[config.mk]
export PLATFORM = sky130hd
export DESIGN_NAME = prd_underflow_ctl
export DESIGN_NICKNAME = d
export VERILOG_FILES = /design/src/rtl/prd_pkg.sv /design/src/rtl/prd_start_gate.sv /design/src/rtl/prd_wait_timer.sv /design/src/rtl/prd_underflow_ctl.sv
export SDC_FILE = /design/constraint.sdc
export NUM_CORES = 1
export LEC_CHECK = 0
export ABC_AREA = 1
export BUFFER_PORTS_ARGS = -buffer_cell sky130_fd_sc_hd__buf_2
export CAP_MARGIN = 10
export CORE_AREA = 3 3 46 48
export CTS_CLUSTER_DIAMETER = 120
export CTS_CLUSTER_SIZE = 16
export DETAILED_ROUTE_END_ITERATION = 6
export DIE_AREA = 0 0 49 51
export SLEW_MARGIN = 25
export SYNTH_ARGS = -nofsm -noshare
export SYNTH_HDL_FRONTEND = slang
export SYNTH_SLANG_ARGS = --single-unit
[constraint.sdc]
create_clock -name clk -period 2.29 [get_ports clk]
set_input_delay 0.3435 -clock clk [delete_from_list [all_inputs] [get_ports clk]]
set_output_delay 0.3435 -clock clk [all_outputs]
set_load 0.02 [all_outputs]
[src/rtl/prd_pkg.sv]
package prd_pkg;
   typedef enum logic [1:0] {
      ST_IDLE = 2'd0,
      ST_FILL = 2'd1,
      ST_XFER = 2'd2,
      ST_STOP = 2'd3
   } prd_state_e;
endpackage

[src/rtl/prd_start_gate.sv]
module prd_start_gate #(
   parameter int CNT_W      = 5,
   parameter int LINE_WORDS = 8
) (
   input  logic [CNT_W-1:0] cnt,
   input  logic             line_mode,
   output logic             start_ok
);
   localparam int LB = $clog2(LINE_WORDS);
   localparam bit LINE_POW2 = ((1 << LB) == LINE_WORDS);

   logic pair_ok;
   logic line_ok;

   assign pair_ok = |cnt[CNT_W-1:1];

   generate
      if (LINE_POW2) begin : g_slice
         assign line_ok = |cnt[CNT_W-1:LB];
      end else begin : g_cmp
         assign line_ok = (cnt >= CNT_W'(LINE_WORDS));
      end
   endgenerate

   assign start_ok = line_mode ? line_ok : pair_ok;
endmodule

[src/rtl/prd_wait_timer.sv]
module prd_wait_timer #(
   parameter int WAIT_LIMIT = 7
) (
   input  logic clk,
   input  logic rst_n,
   input  logic in_wait,
   input  logic arrive,
   output logic expire
);
   localparam int WAIT_W = (WAIT_LIMIT > 1) ? $clog2(WAIT_LIMIT) : 1;
   localparam logic [WAIT_W-1:0] LAST = WAIT_W'(WAIT_LIMIT - 1);

   logic [WAIT_W-1:0] cnt_q;

   always_ff @(posedge clk or negedge rst_n) begin
      if (!rst_n) begin
         cnt_q <= '0;
      end else if (in_wait && !arrive && !expire) begin
         cnt_q <= cnt_q + 1'b1;
      end else begin
         cnt_q <= '0;
      end
   end

   assign expire = in_wait && !arrive && (cnt_q == LAST);
endmodule

[src/rtl/prd_underflow_ctl.sv]
module prd_underflow_ctl
   import prd_pkg::*;
#(
   parameter int CNT_W      = 5,
   parameter int LINE_WORDS = 8,
   parameter int WAIT_LIMIT = 7
) (
   input  logic             clk,
   input  logic             rst_n,
   input  logic             txn_active,
   input  logic             line_mode,
   input  logic [CNT_W-1:0] buf_count,
   input  logic             data_arrive,
   output logic             data_valid,
   output logic             wait_state,
   output logic             stop_req,
   output logic             prefetch_en,
   output logic             discard_entry
);
   generate
      if (CNT_W < 2) begin : g_bad_cnt
         $error("prd_underflow_ctl: CNT_W must be at least 2");
      end
      if (LINE_WORDS < 2 || LINE_WORDS > (1 << CNT_W) - 1) begin : g_bad_line
         $error("prd_underflow_ctl: LINE_WORDS must fit in buf_count and be at least 2");
      end
      if (WAIT_LIMIT < 1) begin : g_bad_wait
         $error("prd_underflow_ctl: WAIT_LIMIT must be at least 1");
      end
   endgenerate

   prd_state_e state_q, state_d;
   logic       mode_q;
   logic       start_ok;
   logic       expire;
   logic       empty;

   assign empty = (buf_count == '0);

   prd_start_gate #(
      .CNT_W      (CNT_W),
      .LINE_WORDS (LINE_WORDS)
   ) u_start (
      .cnt       (buf_count),
      .line_mode (mode_q),
      .start_ok  (start_ok)
   );

   prd_wait_timer #(
      .WAIT_LIMIT (WAIT_LIMIT)
   ) u_timer (
      .clk     (clk),
      .rst_n   (rst_n),
      .in_wait (wait_state),
      .arrive  (data_arrive),
      .expire  (expire)
   );

   always_ff @(posedge clk or negedge rst_n) begin
      if (!rst_n) begin
         state_q <= ST_IDLE;
         mode_q  <= 1'b0;
      end else begin
         state_q <= state_d;
         if (state_q == ST_IDLE && txn_active) begin
            mode_q <= line_mode;
         end
      end
   end

   always_comb begin
      state_d       = state_q;
      data_valid    = 1'b0;
      wait_state    = 1'b0;
      stop_req      = 1'b0;
      prefetch_en   = 1'b0;
      discard_entry = 1'b0;
      unique case (state_q)
         ST_IDLE: begin
            if (txn_active) state_d = ST_FILL;
         end
         ST_FILL: begin
            if (!txn_active) begin
               state_d = ST_IDLE;
            end else begin
               prefetch_en = 1'b1;
               if (start_ok) state_d = ST_XFER;
            end
         end
         ST_XFER: begin
            if (!txn_active) begin
               state_d = ST_IDLE;
            end else if (!empty) begin
               data_valid  = 1'b1;
               prefetch_en = 1'b1;
            end else if (!mode_q) begin
               wait_state  = 1'b1;
               prefetch_en = 1'b1;
               if (expire) state_d = ST_STOP;
            end else begin
               state_d = ST_STOP;
            end
         end
         ST_STOP: begin
            stop_req = 1'b1;
            if (!txn_active) begin
               discard_entry = mode_q;
               state_d       = ST_IDLE;
            end
         end
         default: state_d = ST_IDLE;
      endcase
   end
endmodule

==> results.cfg <==
[outcome]
status = complete, no violations

[layout]
diodes = 0
multiInputGateArea_um2 = 307
drive_gt1_share_pct = 33.7
fin_nets = 102
regArea_um2 = 150
fill_cells = 199
areaGrowthSynthToFinish_pct = 26.3
post-route-util_pct = 36.8
layout.cells.non_filler = 108

[power]
power_density_nw_per_um2 = 707
p_leak_uw = 0.000353
ir_drop_mv = 0.355

[worst_setup_path]
cp_top_family = flip-flops
cp_num_buf_inv = 3
path_max_fanout = 4
r2r_setup_slack_ps = 870
cp.arrival_ps = 1480
startpoint_type = register
crit_required_ps = 1950
critPathKind = reg -> out
crit_path_max_incr_delay_ps = 400
end_kind = primary output
path_cells = inv_1 -> ha_1 -> nand2_2 -> nor2_4 -> inv_2 -> a31oi_1 -> buf_2
crit_slowest_cell = dfrtp_1

[sta]
setup_viol = 0
final.period_utilization_pct = 79.8
setup_slack_ps = 462
max-slew-margin-rel_pct = 88.0
fin_worst_skew_ps = 2.44
tightest_slew_ps = 178
slew_viol_final = 0
min_period_ps = 1830
hold_viol = 0
whs_ps = 357
fin_tns_setup_ps = 0
rsz0062_at_grt = no
max_freq_ghz = 0.547

[floorplan]
dieHeight_um = 51
start_util_pct = 29.2
core_area_um2 = 1750
ios = 15
rows = 15
dieArea_um2 = 2500
die_w_um = 49

[grt]
grt_max_degree = 8
grt_usage_pct = 9.13
overflow = 0
grt_antenna_before_repair = 0
grt_pass1_vias = 430
grt_pass1_wl_um = 1780

[synth]
async_flop_share_pct = 100
yosys_most_used_dff = dfrtp_1
ys_warn_count = 0
yosysUniqueCellTypes = 18
synth-seq-cells = 6
synth_area_um2 = 509
synth_sequential_area_ratio_pct = 29.5
syn_avg_cell_area_um2 = 7.83
syn_nets = 82
syn_inst = 65
synth_edf_count = 0

[clock_network]
htreeDepth = 1
clockRootBuffer = clkbuf_4
clk_pin_slew_worst_paths_ps = 40
cts.sinks = 6
numCtsBuffers = 3
cts_tree = done
insertion_delay_ps = 230
clk_path_buf_depth = 2

[placement]
dp_slack_ps = 693
place_congestion = 0.794
dp_hpwl_um = 798
port_buffers = 14
dp.cells = 104

[routing]
first_pass_iters = 4
wirelength_um = 918
wire_per_inst_um = 8.50
viasPerCell = 3.90
drt_iter0_markers = 5
wl_met2_um = 393
maxUsedRoutingLayer = met3
drcViolationCount = 0
ant_nets = 0
routed-via-count = 421
dr_wl_met3_um = 64
met1Wirelength_um = 461

[run]
maxCapViolCount = 0

[hold_path]
hp-class = in -> reg
registers in the layout, summed over array words and instances, names as in the netlist:
signal         flops
u_timer.cnt_q      3
state_q            2
mode_q             1
repair_timing:
action                                 4_1_cts  5_1_grt
setup buffers                                0        0
hold buffers                                 1        0
endpoints found under the hold margin        6        0
resized for setup                            0        0
area by class of cell:
cell class / instances / share of cell area, %
Tap cell: 25 / 4.86
Multi-Input combinational cell: 45 / 47.7
Clock buffer: 3 / 3.50
Timing Repair Buffer: 15 / 12.5
Sequential cell: 6 / 23.3
Inverter: 14 / 8.17
power breakdown:
part,switching [uW],internal (uW)
registers,29.4,130
logic,122,83.9
clock network,30.4,58.8
worst min-delay path: cells and delay by family:
kind,cells,cell delay (ps)
buffers and inverters,2,130
AO/OA/AOI/OAI,1,70
synthesized netlist by cell type (2+ instances only):
cell | count | area, um2
nor2_1 | 6 | 22.5
ha_1 | 7 | 87.6
nand3_1 | 2 | 10.0
a31oi_1 | 2 | 12.5
o21ai_0 | 2 | 10.0
nand2_1 | 13 | 48.8
nand2_2 | 2 | 12.5
inv_2 | 2 | 7.51
dfrtp_1 | 6 | 150
inv_1 | 12 | 45.0
nor2_4 | 3 | 33.8
a21oi_1 | 2 | 10.0
cells in the final DEF, fill, tap and decap left out, types with 2 or more instances in the layout:
| master | instances |
|---|---|
| nor2_1 | 6 |
| buf_2 | 14 |
| inv_1 | 12 |
| nand2_2 | 2 |
| nor2_4 | 3 |
| nand2_1 | 13 |
| dfrtp_1 | 6 |
| inv_2 | 2 |
| ha_1 | 7 |
| a21oi_1 | 2 |
| o21ai_0 | 2 |
| clkbuf_4 | 3 |
| nand3_1 | 2 |
| a31oi_1 | 2 |
cells by family (layout without fill, tap and decap cells):
group | count (synthesis) | in the layout | synth area share (%)
and+or+nand+nor | 31 | 31 | 34.9
buffers and inverters | 14 | 32 | 10.3
adders and majority gates | 7 | 7 | 17.2
AOI/OAI and AO/OA | 6 | 6 | 6.39
DFF | 6 | 6 | 29.5
xor gates and xnor gates | 1 | 1 | 1.72
stage by stage:
step | area, um2 | total power [uW]
finish | 643 | 455
global route | 643 | 508
CTS | 643 | 465
detailed placement | 611 | 368
global placement | 611 | 368
floorplan | 509 | 311
routing by layer:
layer | track usage (%) | vias to the layer above
met1 | 11.1 | 172
li1 | - | 235
met4 | 2.84 | 0
met2 | 14.9 | 14
met5 | 0 | -
met3 | 3.50 | 0
path summary, 6_finish.rpt:
| check | cells after the start | startpoint | to |
|---|---|---|---|
| hold / removal | 3 | line_mode | mode_q |
| setup / recovery | 7 | state_q[0] | prefetch_en |
| max in group asynchronous | 2 | rst_n | state_q[0] |
| setup reg to reg | 10 | state_q[0] | state_q[1] |
| hold reg to reg | 1 | u_timer.cnt_q[0] | u_timer.cnt_q[0] |
| min in group asynchronous | 2 | rst_n | u_timer.cnt_q[0] |
(Power assumes the default switching activity.)
